==> config.mk <==
export PLATFORM = sky130hd
export DESIGN_NAME = mode_cfg_latch
export DESIGN_NICKNAME = d
export VERILOG_FILES = /design/src/rtl/mlatch_pkg.sv /design/src/rtl/mode_pin_latch.sv /design/src/rtl/mode_prio_reg.sv /design/src/rtl/cfg_shadow_reg.sv /design/src/rtl/mode_cfg_latch.sv
export SDC_FILE = /design/constraint.sdc
export NUM_CORES = 1
export LEC_CHECK = 0
export ABC_AREA = 0
export ABC_CLOCK_PERIOD_IN_PS = 2700
export BUFFER_PORTS_ARGS = -buffer_cell sky130_fd_sc_hd__buf_2
export CORE_MARGIN = 2
export CORE_UTILIZATION = 48
export CTS_CLUSTER_DIAMETER = 60
export DETAILED_ROUTE_END_ITERATION = 10
export PLACE_DENSITY = 0.87
export SYNTH_ARGS = -nofsm -noshare
export SYNTH_HDL_FRONTEND = slang
export SYNTH_SLANG_ARGS = --single-unit
==> constraint.sdc <==
create_clock -name clk -period 2.7 [get_ports clk]
set_input_delay 0.54 -clock clk [delete_from_list [all_inputs] [get_ports clk]]
set_output_delay 0.54 -clock clk [all_outputs]
set_load 0.1 [all_outputs]
==> src/rtl/mlatch_pkg.sv <==
package mlatch_pkg;
  localparam int DATA_W    = 8;
  localparam int PRI_W     = 5;
  localparam int BOOT_BIT  = 7;
  localparam int SPEC_BIT  = 6;
  localparam int MA_BIT    = 5;
  localparam logic [PRI_W-1:0] PRI_RESET = 5'b00110;

  typedef enum logic [1:0] {
    OPM_BOOT     = 2'b00,
    OPM_TEST     = 2'b01,
    OPM_SINGLE   = 2'b10,
    OPM_EXPANDED = 2'b11
  } opmode_e;

  // Register value loaded at reset for a given strap code.
  function automatic logic [DATA_W-1:0] mode_reset_word(input opmode_e m);
    logic [DATA_W-1:0] w;
    w                = '0;
    w[PRI_W-1:0]     = PRI_RESET;
    w[MA_BIT]        = m[0];
    w[SPEC_BIT]      = ~m[1];
    w[BOOT_BIT]      = (m == OPM_BOOT);
    return w;
  endfunction

  // Next mode register value for a write, given the old value and lock state.
  function automatic logic [DATA_W-1:0] mode_write(input logic [DATA_W-1:0] old,
                                                   input logic locked,
                                                   input logic [DATA_W-1:0] d);
    logic [DATA_W-1:0] n;
    n              = old;
    n[PRI_W-1:0]   = d[PRI_W-1:0];
    if (old[SPEC_BIT]) begin
      n[BOOT_BIT]  = d[BOOT_BIT];
      n[MA_BIT]    = d[MA_BIT];
    end else if (!locked) begin
      n[MA_BIT]    = d[MA_BIT];
    end
    n[SPEC_BIT]    = old[SPEC_BIT] & d[SPEC_BIT];
    return n;
  endfunction

  function automatic logic [DATA_W-1:0] cfg_view(input logic [DATA_W-1:0] latch,
                                                 input logic [DATA_W-1:0] impl);
    return latch | ~impl;
  endfunction
endpackage

==> src/rtl/mode_pin_latch.sv <==
module mode_pin_latch
  import mlatch_pkg::*;
(
  input  logic    clk,
  input  logic    rst_n,
  input  opmode_e pin_code,
  output opmode_e mode_q
);
  // Follows the pins on every clock while reset is held, frozen afterwards.
  always_ff @(posedge clk) begin
    if (!rst_n) mode_q <= pin_code;
  end
endmodule

==> src/rtl/mode_prio_reg.sv <==
module mode_prio_reg
  import mlatch_pkg::*;
(
  input  logic              clk,
  input  logic              rst_n,
  input  opmode_e           pin_code,
  input  logic              wr,
  input  logic [DATA_W-1:0] wd,
  output logic [DATA_W-1:0] word_q,
  output logic              ma_locked_q
);
  always_ff @(posedge clk) begin
    if (!rst_n) begin
      word_q      <= mode_reset_word(pin_code);
      ma_locked_q <= 1'b0;
    end else if (wr) begin
      word_q <= mode_write(word_q, ma_locked_q, wd);
      if (!word_q[SPEC_BIT]) ma_locked_q <= 1'b1;
    end
  end
endmodule

==> src/rtl/cfg_shadow_reg.sv <==
module cfg_shadow_reg
  import mlatch_pkg::*;
#(
  parameter logic [DATA_W-1:0] IMPL_MASK = 8'hBF
) (
  input  logic              clk,
  input  logic              rst_n,
  input  logic [DATA_W-1:0] nv_byte,
  input  logic              special_i,
  input  logic              wr,
  input  logic [DATA_W-1:0] wd,
  output logic [DATA_W-1:0] view_o
);
  logic [DATA_W-1:0] latch_q;

  always_ff @(posedge clk) begin
    if (!rst_n)                latch_q <= nv_byte;
    else if (wr && special_i)  latch_q <= wd;
  end

  assign view_o = cfg_view(latch_q, IMPL_MASK);
endmodule

==> src/rtl/mode_cfg_latch.sv <==
module mode_cfg_latch
  import mlatch_pkg::*;
#(
  parameter logic [7:0] CFG_IMPL_MASK = 8'hBF
) (
  input  logic       clk,
  input  logic       rst_n,
  input  logic       mode_b_pin,
  input  logic       mode_a_pin,
  input  logic       reg_sel,
  input  logic       wr_en,
  input  logic [7:0] wr_data,
  output logic [7:0] rd_data,
  input  logic [7:0] nv_cfg,
  output logic [1:0] op_mode,
  output logic       special_flag,
  output logic [7:0] cfg_bits
);
  opmode_e           pin_code;
  opmode_e           mode_q;
  logic [DATA_W-1:0] mode_word;
  logic              ma_locked;
  logic              wr_mode;
  logic              wr_cfg;

  assign pin_code = opmode_e'({mode_b_pin, mode_a_pin});
  assign wr_mode  = wr_en & ~reg_sel;
  assign wr_cfg   = wr_en &  reg_sel;

  mode_pin_latch u_pins (
    .clk      (clk),
    .rst_n    (rst_n),
    .pin_code (pin_code),
    .mode_q   (mode_q)
  );

  mode_prio_reg u_mode (
    .clk         (clk),
    .rst_n       (rst_n),
    .pin_code    (pin_code),
    .wr          (wr_mode),
    .wd          (wr_data),
    .word_q      (mode_word),
    .ma_locked_q (ma_locked)
  );

  cfg_shadow_reg #(.IMPL_MASK(CFG_IMPL_MASK)) u_cfg (
    .clk       (clk),
    .rst_n     (rst_n),
    .nv_byte   (nv_cfg),
    .special_i (mode_word[SPEC_BIT]),
    .wr        (wr_cfg),
    .wd        (wr_data),
    .view_o    (cfg_bits)
  );

  assign op_mode      = mode_q;
  assign special_flag = mode_word[SPEC_BIT];
  assign rd_data      = reg_sel ? cfg_bits : mode_word;
endmodule

==> flow_summary.toml <==
[outcome]
status = "finished clean"

[clock_tree]
cts_resized = 0
cts_buffer_depth = 2
cts-root-buf = "clkbuf_4"
clkTransAtPathRegs_ns = 0.10
clk_latency_ns = 0.29
postCtsSetupRepairBufs = 0
ctsHoldBuffers = 0
h-tree-depth = 1
numClockSinks = 18
cts_tree = "done"
cts_buffers = 3

[timing]
fmax_ghz = 0.503
fin_crit_ns = 1.99
hold_viol = 0
fin_crit_sh_pct = 73.6
rsz0062_at_grt = "no"
hold_ws_ns = 0.456
setup_viol = 0
final.setup_skew_ns = 0.000243
drv_slew = 0
timing.setup.tns_ns = 0
setup_slack_ns = 0.713

[final_layout]
multiInputGateArea_um2 = 317
n_fill_cell = 144
final_area_mm2 = 0.00106
drive_gt1_share_pct = 49.5
layout.nets = 134
register_area_um2 = 480
fin_cells = 136
layout_commonest_cell = "buf_2"
syn2layout_area_growth_pct = 23.8
antenna_cells = 0
final_util_pct = 61.8
final_cell_mix = "buf_2, nand2_1, mux2_2, edfxtp_1, dfxtp_1"

[setup_path]
crit_arrival_ns = 1.45
startpoint_type = "primary input"
crit_type = "primary input to primary output"
max_stage_delay_ns = 0.37
reg2reg_from = "u_mode.word_q[6]"
r2r-end = "u_cfg.latch_q[2]"
crit_buf_inv = 2
crit_path_start = "reg_sel"
crit_path_end_kind = "primary output"
crit_path_frequent_cell = "buf_2"
critPathMaxFanout = 11
cp_slowest_cell = "mux2_2"
cp_num_cells = 3
crit_required_ns = 2.16
cp_top_family = "buffers and inverters"
path_cells = "buf_2 > mux2_2 > buf_2"
r2r_cells = 2
reg2reg_slack_ns = 1.55

[placed_design]
dp_hpwl_um = 1260
port_buffers = 38
dpl_cell_area_mm2 = 0.00103
dp_slack_ns = 0.698
dp_cells = 132
place.gp.congestion = 0.729

[yosys]
yosysSeqAreaShare_pct = 56.3
synth-seq-cells = 18
yosys.area.top_type_share_pct = 42.2
synth_top_area_cell = "edfxtp_1"
synthesis.area_um2 = 853
synth_fp_nets = 96
syn_avg_cell_area_um2 = 11.5
synth_warnings = 0
synth_cell_type_count = 20
postSynthCellCount = 74
synthTopCellsByArea = "edfxtp_1, mux2_2, dfxtp_1"

[die]
initial_utilization_pct = 50.0
die_w_um = 46.2
dieArea_mm2 = 0.00213
coreArea_mm2 = 0.00171
rows = 15
dieHeight_um = 46.2
num_io_pins = 41

[detailed_routing]
detail-route-antenna-nets = 0
dr.pass1.iters = 4
drtIter0Drc = 16
wl_per_cell_um = 12.4
drc = 0
wirelength_um = 1680
via_count = 668
via_per_inst = 4.91

[grt]
grt_max_degree = 19
grt_pass1_wl_um = 2590
first_global_vias = 638
antenna_found_initial = 0
grt_overflow_total = 0
grt_usage_pct = 17.3

[worst_hold_path]
min_path_type = "primary input to flip-flop"
min-delay-start = "mode_a_pin"
hold_path_depth = 1
hold_end = "u_pins.mode_q[0]"

[power]
p_per_area_mw_per_mm2 = 687
total_power_mw = 0.726
ir_drop_v = 0.000354
p_leak_nw = 0.474

[job]
cap_violations = 0
-- how the worst max path moves through the flow --
| stage | to | slack (ns) |
|---|---|---|
| 6_report | rd_data[4] | 0.71 |
| 5_1_grt | rd_data[4] | 0.67 |
| 4_1_cts | rd_data[4] | 0.70 |
| 3_5_place_dp | rd_data[4] | 0.70 |
| 3_3_place_gp | rd_data[1] | 0.73 |
| 2_1_floorplan | rd_data[0] | 0.58 |
-- sequential cells by signal, summed over array words and instances (netlist names) --
register / cells
u_cfg.latch_q: 7
u_mode.ma_locked_q: 1
u_mode.word_q: 8
u_pins.mode_q: 2
-- cells in the mapped netlist --
library cell and n:
a31oi_1 1, nor2b_4 1, nand2_1 16, nor2b_1 1, mux2_2 12, nand3_1 3, o2bb2ai_1 1, buf_4 3
conb_1 1, edfxtp_1 12, or2_2 1, nor2_1 1, nand2b_1 1, a21oi_1 4, inv_1 3, buf_6 2
o21a_1 1, o32ai_1 1, o21ai_0 3, dfxtp_1 6
-- metal layers --
metal / share of wire, % / vias up / routed length, um / track usage [%]
met4: 1.4 / 0 / 24 / 8.57
met1: 41 / 303 / 686 / 19.6
li1: - / 336 / - / -
met5: 0 / - / 0 / 0
met3: 5.9 / 4 / 99 / 3.14
met2: 52 / 25 / 874 / 30.8
-- report_power, final --
part           switching, mW  internal (mW)
logic                  0.215         0.0486
clock network         0.0793         0.0574
registers            0.00875          0.317
total                  0.303          0.423
-- final cells by class --
| type | count | area share, % |
|---|---|---|
| multi-input combinational | 48 | 30.0 |
| timing repair buffer | 38 | 18.0 |
| inverter | 3 | 1.07 |
| sequential | 18 | 45.5 |
| tap | 25 | 2.96 |
| clock buffer | 4 | 2.49 |
-- cell families after synthesis --
logic type	synth area share, %
and+or+nand+nor	13.1
DFF	56.3
muxes	15.8
AOI/OAI and AO/OA	7.77
buffers and inverters	6.60
other	0.439
Note: power is estimated with default switching activity, not from simulation.
